[config.mk]
export PLATFORM = sky130hd
export DESIGN_NAME = pfd_dual_lockdet
export DESIGN_NICKNAME = d
export VERILOG_FILES = /design/src/rtl/pfd_pkg.sv /design/src/rtl/pfd_edge_det.sv /design/src/rtl/pfd_channel.sv /design/src/rtl/pfd_mfo_mux.sv /design/src/rtl/pfd_dual_lockdet.sv
export SDC_FILE = /design/constraint.sdc
export NUM_CORES = 1
export LEC_CHECK = 0
export ABC_AREA = 1
export BUFFER_PORTS_ARGS = -buffer_cell sky130_fd_sc_hd__buf_2
export CAP_MARGIN = 5
export CORE_MARGIN = 4
export CORE_UTILIZATION = 33
export CTS_BUF_LIST = sky130_fd_sc_hd__clkbuf_8
export DETAILED_ROUTE_END_ITERATION = 8
export GPL_TIMING_DRIVEN = 0
export PLACE_DENSITY = 0.56
export RECOVER_POWER = 25
export SKIP_CTS_REPAIR_TIMING = 1
export SYNTH_ARGS = -nofsm -noshare
export SYNTH_HDL_FRONTEND = slang
export SYNTH_SLANG_ARGS = --single-unit
[constraint.sdc]
create_clock -name clk -period 2.3 [get_ports clk]
set_input_delay 0.46 -clock clk [delete_from_list [all_inputs] [get_ports clk]]
set_output_delay 0.46 -clock clk [all_outputs]
set_load 0.01 [all_outputs]
[src/rtl/pfd_pkg.sv]
package pfd_pkg;

    typedef enum logic [1:0] {
        PFD_IDLE       = 2'd0,
        PFD_LEAD_UP    = 2'd1,
        PFD_LEAD_DN    = 2'd2,
        PFD_RESET_HOLD = 2'd3
    } pfd_state_e;

    typedef enum logic [2:0] {
        MFO_LOW       = 3'd0,
        MFO_LOCK1     = 3'd1,
        MFO_LOCK2     = 3'd2,
        MFO_LOCK_BOTH = 3'd3,
        MFO_REF1      = 3'd4,
        MFO_FB1       = 3'd5,
        MFO_REF2      = 3'd6,
        MFO_FB2       = 3'd7
    } mfo_sel_e;

endpackage

[src/rtl/pfd_edge_det.sv]
module pfd_edge_det (
    input  logic clk,
    input  logic rst_n,
    input  logic sig_i,
    output logic rise_o
);
    logic sig_q;

    always_ff @(posedge clk) begin
        if (!rst_n) sig_q <= 1'b0;
        else        sig_q <= sig_i;
    end

    assign rise_o = sig_i & ~sig_q;
endmodule

[src/rtl/pfd_channel.sv]
module pfd_channel
    import pfd_pkg::*;
#(
    parameter int RST_DLY = 2
) (
    input  logic clk,
    input  logic rst_n,
    input  logic ref_rise_i,
    input  logic fb_rise_i,
    input  logic pol_i,
    output logic up_o,
    output logic dn_o,
    output logic lock_o
);
    localparam int CW = (RST_DLY < 2) ? 1 : $clog2(RST_DLY + 1);
    localparam logic [CW-1:0] HOLD_LAST = CW'(RST_DLY - 1);

    pfd_state_e state_q, state_d;
    logic [CW-1:0] cnt_q;
    logic raw_up, raw_dn;

    // next-state logic
    always_comb begin
        state_d = state_q;
        unique case (state_q)
            PFD_IDLE: begin
                if (ref_rise_i && fb_rise_i) state_d = PFD_RESET_HOLD;
                else if (ref_rise_i)         state_d = PFD_LEAD_UP;
                else if (fb_rise_i)          state_d = PFD_LEAD_DN;
            end
            PFD_LEAD_UP:    if (fb_rise_i)  state_d = PFD_RESET_HOLD;
            PFD_LEAD_DN:    if (ref_rise_i) state_d = PFD_RESET_HOLD;
            PFD_RESET_HOLD: if (cnt_q == HOLD_LAST) state_d = PFD_IDLE;
            default:        state_d = PFD_IDLE;
        endcase
    end

    // state register with the hold-interval counter
    always_ff @(posedge clk) begin
        if (!rst_n) begin
            state_q <= PFD_IDLE;
            cnt_q   <= '0;
        end else begin
            state_q <= state_d;
            if (state_q == PFD_RESET_HOLD && state_d == PFD_RESET_HOLD)
                cnt_q <= cnt_q + 1'b1;
            else
                cnt_q <= '0;
        end
    end

    // output decode
    always_comb begin
        raw_up = 1'b0;
        raw_dn = 1'b0;
        unique case (state_q)
            PFD_IDLE:       ;
            PFD_LEAD_UP:    raw_up = 1'b1;
            PFD_LEAD_DN:    raw_dn = 1'b1;
            PFD_RESET_HOLD: begin
                raw_up = 1'b1;
                raw_dn = 1'b1;
            end
            default:        ;
        endcase
    end

    assign up_o   = pol_i ? raw_up : raw_dn;
    assign dn_o   = pol_i ? raw_dn : raw_up;
    assign lock_o = ~(raw_up | raw_dn);
endmodule

[src/rtl/pfd_mfo_mux.sv]
module pfd_mfo_mux
    import pfd_pkg::*;
(
    input  logic       clk,
    input  logic       rst_n,
    input  logic [2:0] sel_i,
    input  logic       pwr_down_i,
    input  logic       lock1_i,
    input  logic       lock2_i,
    input  logic       ref1_i,
    input  logic       fb1_i,
    input  logic       ref2_i,
    input  logic       fb2_i,
    output logic       mfo_o
);
    mfo_sel_e sel;
    logic     pick;

    assign sel = mfo_sel_e'(sel_i);

    always_comb begin
        pick = 1'b0;
        unique case (sel)
            MFO_LOW:       pick = 1'b0;
            MFO_LOCK1:     pick = lock1_i;
            MFO_LOCK2:     pick = lock2_i;
            MFO_LOCK_BOTH: pick = lock1_i & lock2_i;
            MFO_REF1:      pick = ref1_i;
            MFO_FB1:       pick = fb1_i;
            MFO_REF2:      pick = ref2_i;
            MFO_FB2:       pick = fb2_i;
            default:       pick = 1'b0;
        endcase
    end

    always_ff @(posedge clk) begin
        if (!rst_n)          mfo_o <= 1'b0;
        else if (pwr_down_i) mfo_o <= 1'b0;
        else                 mfo_o <= pick;
    end
endmodule

[src/rtl/pfd_dual_lockdet.sv]
module pfd_dual_lockdet #(
    parameter int RST_DLY = 2
) (
    input  logic       clk,
    input  logic       rst_n,
    input  logic       ref1_i,
    input  logic       fb1_i,
    input  logic       ref2_i,
    input  logic       fb2_i,
    input  logic       pol1_i,
    input  logic       pol2_i,
    input  logic [2:0] mfo_sel_i,
    input  logic       pwr_down_i,
    output logic       up1_o,
    output logic       dn1_o,
    output logic       up2_o,
    output logic       dn2_o,
    output logic       lock1_o,
    output logic       lock2_o,
    output logic       lock_both_o,
    output logic       mfo_o
);
    localparam int NCH = 2;

    logic [NCH-1:0] ref_v, fb_v, pol_v, ref_rise, fb_rise, up_v, dn_v, lock_v;

    assign ref_v = {ref2_i, ref1_i};
    assign fb_v  = {fb2_i, fb1_i};
    assign pol_v = {pol2_i, pol1_i};

    for (genvar c = 0; c < NCH; c++) begin : g_ch
        pfd_edge_det ref_ed_i (
            .clk(clk), .rst_n(rst_n), .sig_i(ref_v[c]), .rise_o(ref_rise[c])
        );
        pfd_edge_det fb_ed_i (
            .clk(clk), .rst_n(rst_n), .sig_i(fb_v[c]), .rise_o(fb_rise[c])
        );
        pfd_channel #(.RST_DLY(RST_DLY)) ch_i (
            .clk(clk), .rst_n(rst_n),
            .ref_rise_i(ref_rise[c]), .fb_rise_i(fb_rise[c]),
            .pol_i(pol_v[c]),
            .up_o(up_v[c]), .dn_o(dn_v[c]), .lock_o(lock_v[c])
        );
    end

    assign up1_o       = up_v[0];
    assign dn1_o       = dn_v[0];
    assign up2_o       = up_v[1];
    assign dn2_o       = dn_v[1];
    assign lock1_o     = lock_v[0];
    assign lock2_o     = lock_v[1];
    assign lock_both_o = &lock_v;

    pfd_mfo_mux mux_i (
        .clk(clk), .rst_n(rst_n),
        .sel_i(mfo_sel_i), .pwr_down_i(pwr_down_i),
        .lock1_i(lock_v[0]), .lock2_i(lock_v[1]),
        .ref1_i(ref1_i), .fb1_i(fb1_i), .ref2_i(ref2_i), .fb2_i(fb2_i),
        .mfo_o(mfo_o)
    );
endmodule

Yosys cells after proc, flatten, opt, wreduce, memory -nomap -nowiden
Index checks and enable logic that the tools add are counted.
Widths: inputs -> output; s select.
Word-level totals
  logic and storage cells: 80
  register bits after elaboration: 13
  input port bits: 12
Operators by class
  add/subtract/negate cells: 2
  bitwise operators: 14
  muxes and demuxes: 23
  reduce and logical (&&, ||, !) cells: 15
  equal/unequal tests: 17
Operator list (number)
  $mux 2: 12
  $pmux 2 s4: 2
  $eq 2x2->1 const B: 6
  $eq 3x3->1 const B: 4
  $reduce_or 2->1: 5
  $eq 2x1->1 const B: 4
  $mux 1: 8
  $pmux 1 s8: 1
  $not 1->1: 7
  $eq 3x2->1 const B: 2
  $reduce_and 2->1: 3
  $and 1x1->1: 5
  $add 2x1->2 const B: 2
  $logic_and 1x1->1: 4
  $logic_not 2->1: 2
  $eq 3x1->1 const B: 1
  $logic_not 3->1: 1
  $or 1x1->1: 2

Depth between registers and ports, before layout
  depth after elaboration: 9
  gate-level depth with buffers: 7
  gate-level depth less buffers: 7

By module
Synthesis repeated with hierarchy kept, for this count alone.
Second synthesis, totals
  cell total of the unflattened synthesis: 87
  area total of the unflattened synthesis: 586.8 sq um
By module, submodules not included
  pfd_channel: cells each 22, area an instance 162.7 sq um, times used 2, seq. area each 80.1 sq um
  pfd_edge_det: cells each 5, area an instance 37.5 sq um, times used 4, seq. area each 20.0 sq um
  pfd_mfo_mux: cells each 21, area an instance 103.8 sq um, times used 1, seq. area each 20.0 sq um
  pfd_dual_lockdet: cells each 2, area an instance 7.5 sq um, times used 1, seq. area each 0.0 sq um

Worst setup path before layout
Ideal clock, no wire load.
  path type: in2out
  start: input port pol1_i
  end: output port dn1_o
  stages: 1
  required time: 1.840 ns
  arrival: 0.742 ns
  slack: 1.098 ns
  cells stage by stage: o21ai_0
Between the ends
  word-level cells in the longest chain between the ends: 1
Ends and longest elaborated chain
  start, declared: RTL line pfd_dual_lockdet.sv:10  | input logic pol1_i,
  $mux 1: RTL line pfd_channel.sv:69  | assign dn_o = pol_i ? raw_dn : raw_up;
  end, declared: RTL line pfd_dual_lockdet.sv:15  | output logic dn1_o,
Every way passes these cells.

Worst setup path in the final report
  start: register g_ch[1].ch_i.state_q[0]
  end: output port dn2_o
Between the ends
  word-level cells in the longest chain between the ends: 4
Ends and longest elaborated chain
  start, declared: RTL line pfd_channel.sv:18  | pfd_state_e state_q, state_d;
  start signal, assigned: RTL line pfd_channel.sv:44  | state_q <= state_d;
  $eq 2x1->1 / $eq 2x2->1 (equally long branches): RTL line pfd_channel.sv:56  | unique case (state_q)
  $reduce_or 2->1 (no source line)
  $mux 1: RTL line pfd_channel.sv:56
  $mux 1 (*): RTL line pfd_channel.sv:69
  end, declared: RTL line pfd_dual_lockdet.sv:17  | output logic dn2_o,
Every way passes the cells marked *; elsewhere a longest branch is shown, timed or not.

==> qor.csv <==
stage;metric;value;unit
floorplanning;top_level_ports;20;
power_and_ir_drop;p_switching;0.000125;W
floorplanning;dieWidth;50.2;um
global_route;grt_first_pass_wirelength;2.23;mm
critical_path;crit_required;1.84;ns
placement;port_buffers;19;
power_and_ir_drop;leakagePower;0.412;nW
critical_path;end_kind;output port;
placement;gp_congestion;0.734;
critical_path;cp_max_fo;4;
yosys;avgSynthCellArea;6.74;um^2
critical_path;path_class;reg2out;
yosys;yosysSeqAreaShare;44.3;%
critical_path;crit_arrival;0.97;ns
finish;multi_input_area;240;um^2
routing;drcViolationCount;0;
clock_network;insertion_delay;0.24;ns
finish;utilization;47.2;%
floorplanning;die_h;50.2;um
flow_run;cap_viol_max_count;0;
floorplanning;num_rows;14;
sta;setup_tns;0;ns
routing;ant_nets;0;
power_and_ir_drop;pwr_density_cell;678;nW/um^2
yosys;synth_edf_count;0;
yosys;syn_nets;101;
yosys;yosys-top-cells-count;nand2_1 (21), inv_1 (17), dfxtp_1 (13);
sta;final_hold_viol_count;0;
routing;finalWirelength;1.17;mm
sta;finalSetupViolCount;0;
yosys;synth_top_area_share;44.3;%
yosys;syn_area;587;um^2
global_route;grt_max_degree;11;
power_and_ir_drop;sw_frac_of_total;24.5;%
yosys;ys_ff_latch;13;
power_and_ir_drop;vdd_drop_max;0.303;mV
sta;finalCritPeriodShare;62.2;%
power_and_ir_drop;p_comb_share;14.8;%
clock_network;path_clk_slew;0.05;ns
clock_network;root_buffer;clkbuf_8;
floorplanning;dieArea;2520;um^2
yosys;netlist_instances;87;
global_route;gr-total-overflow;0;
routing;dr.first_iter.drc_count;7;
sta;skew;0.00244;ns
power_and_ir_drop;clkPwrFrac;37.4;%
routing;num_vias;552;
sta;max_freq;0.699;GHz
run_status;status;complete, no violations;
critical_path;startpoint_type;flop;
floorplanning;initial_core_util;36.8;%
sta;relSlewSlack;72.4;%
placement;hpwlAfterDp;977;um
sta;worstMarginPinSlew;0.414;ns
yosys;ys_types;14;
routing;dr.pass1.iters;2;
sta;fin_crit;1.43;ns
yosys;yosys_warnings;0;
sta;grt_setup_unrepaired;false;
power_and_ir_drop;seqPwrFrac;47.8;%
finish;fillCellCount;179;
clock_network;cts_num_sinks;13;
clock_network;clock_path_buffers;2;
clock_network;htree_levels;1;
finish;syn2layout_area_growth;28.1;%
finish;layout-drive-gt1-share;23.6;%
finish;register_area;260;um^2
routing;viasPerCell;4.12;
yosys;synth.area.top_cells;dfxtp_1 (44%), nand2_1 (13%), inv_1 (11%), nor2_1 (7.7%), o21ai_0 (6.0%);
routing;post_drt_wl_per_cell;8.75;um
yosys;ys.flop_type;dfxtp_1;
sta;drv_slew;0;
yosys;synth_largest_area_cell;dfxtp_1;
power_and_ir_drop;p_int;0.000385;W
floorplanning;core-area;1590;um^2
global_route;first_global_vias;579;
worst_hold_path;hp-class;in2reg;
yosys;async_reset_ff_share;0;%
clock_network;cts_tree;yes;
global_route;gr-usage-all-layers;11.7;%
yosys;yosysMostFrequentCell;nand2_1;
global_route;antenna_found_initial;0;
finish;num_antenna_cells;0;
clock_network;cts_buffers;3;
finish;layout.nets;125;
## routing by layer
layer  wire (um)  global-route usage (%)  vias to the layer above
met5           0                       0                        -
met4           8                    6.91                        0
met3          87                    4.44                        2
met2         495                    18.3                       13
met1         580                    13.5                      232
li1            -                       -                      305
## cells in the final DEF, fill, tap and decap left out
| cell type | n |
|---|---|
| nand3_1 | 1 |
| nor3_1 | 2 |
| buf_2 | 18 |
| a21oi_1 | 3 |
| nand2_1 | 21 |
| o21ai_0 | 7 |
| nor3b_1 | 1 |
| nand2_2 | 1 |
| dfxtp_1 | 13 |
| inv_2 | 4 |
| clkbuf_8 | 3 |
| nor2_1 | 12 |
| clkbuf_1 | 2 |
| inv_1 | 18 |
| ha_1 | 2 |
| nand4_1 | 2 |
## path summary, 6_finish.rpt
| kind | end | cells past startpoint | from | slack [ns] |
|---|---|---|---|---|
| setup / recovery | dn2_o | 3 | g_ch[1].ch_i.state_q[0]$_SDFF_PN0_ | 0.87 |
| hold / removal | g_ch[0].fb_ed_i.sig_q$_SDFF_PN0_ | 3 | fb1_i | 0.42 |
| setup reg to reg | g_ch[1].ch_i.state_q[1]$_SDFF_PN0_ | 4 | g_ch[1].ch_i.cnt_q[0]$_SDFF_PN0_ | 1.36 |
| hold reg to reg | g_ch[0].ch_i.cnt_q[0]$_SDFF_PN0_ | 1 | g_ch[0].ch_i.cnt_q[0]$_SDFF_PN0_ | 0.43 |
## critical path, stage by stage, from the launching register on
cell and delay [ns]:
dfxtp_1 0.36, inv_2 0.07, o21ai_0 0.15, buf_2 0.16
## sequential cells by signal (all words and copies together), names as in the netlist
register	flops
g_ch.ch_i.cnt_q	4
g_ch.ch_i.state_q	4
g_ch.fb_ed_i.sig_q	2
g_ch.ref_ed_i.sig_q	2
mux_i.mfo_o	1
## per-stage QoR
stage / instances / instance area [um^2] / hold slack, ns / setup slack [ns] / power (W)
final: 134 / 752 / 0.416 / 0.870 / 0.000510
after global routing: 134 / 752 / 0.436 / 0.787 / 0.000554
after CTS: 134 / 757 / 0.418 / 0.860 / 0.000520
after detailed placement: 130 / 712 / 0.420 / 0.944 / 0.000326
after global placement: 130 / 712 / 0.411 / 0.936 / 0.000324
after floorplan: 87 / 587 / 0.398 / 1.10 / 0.000292
## power groups by stage
stage,registers [W],logic [W],clock network [W]
finish,0.000244,0.0000753,0.000191
CTS,0.000244,0.0000779,0.000198
detailed placement,0.000249,0.0000776,0
global placement,0.000248,0.0000760,0
floorplan,0.000248,0.0000439,0
global route,0.000245,0.0000884,0.000220
## logic make-up after synthesis
| kind of cell | after synthesis | share of synthesized area, % |
|---|---|---|
| simple gates | 40 | 28.1 |
| buf+inv | 22 | 14.7 |
| flops | 13 | 44.3 |
| compound gates | 10 | 8.53 |
| fa+ha+maj | 2 | 4.26 |
## area by class of cell
type / instances / share of cell area [%]
sequential: 13 / 34.6
multi-input combinational: 52 / 31.9
timing repair buffer: 19 / 12.5
inverter: 21 / 10.5
clock buffer: 3 / 5.49
tap: 24 / 3.99
clock inverter: 1 / 0.499
buffer: 1 / 0.499
No activity file was read; power rests on OpenSTA's default activity.
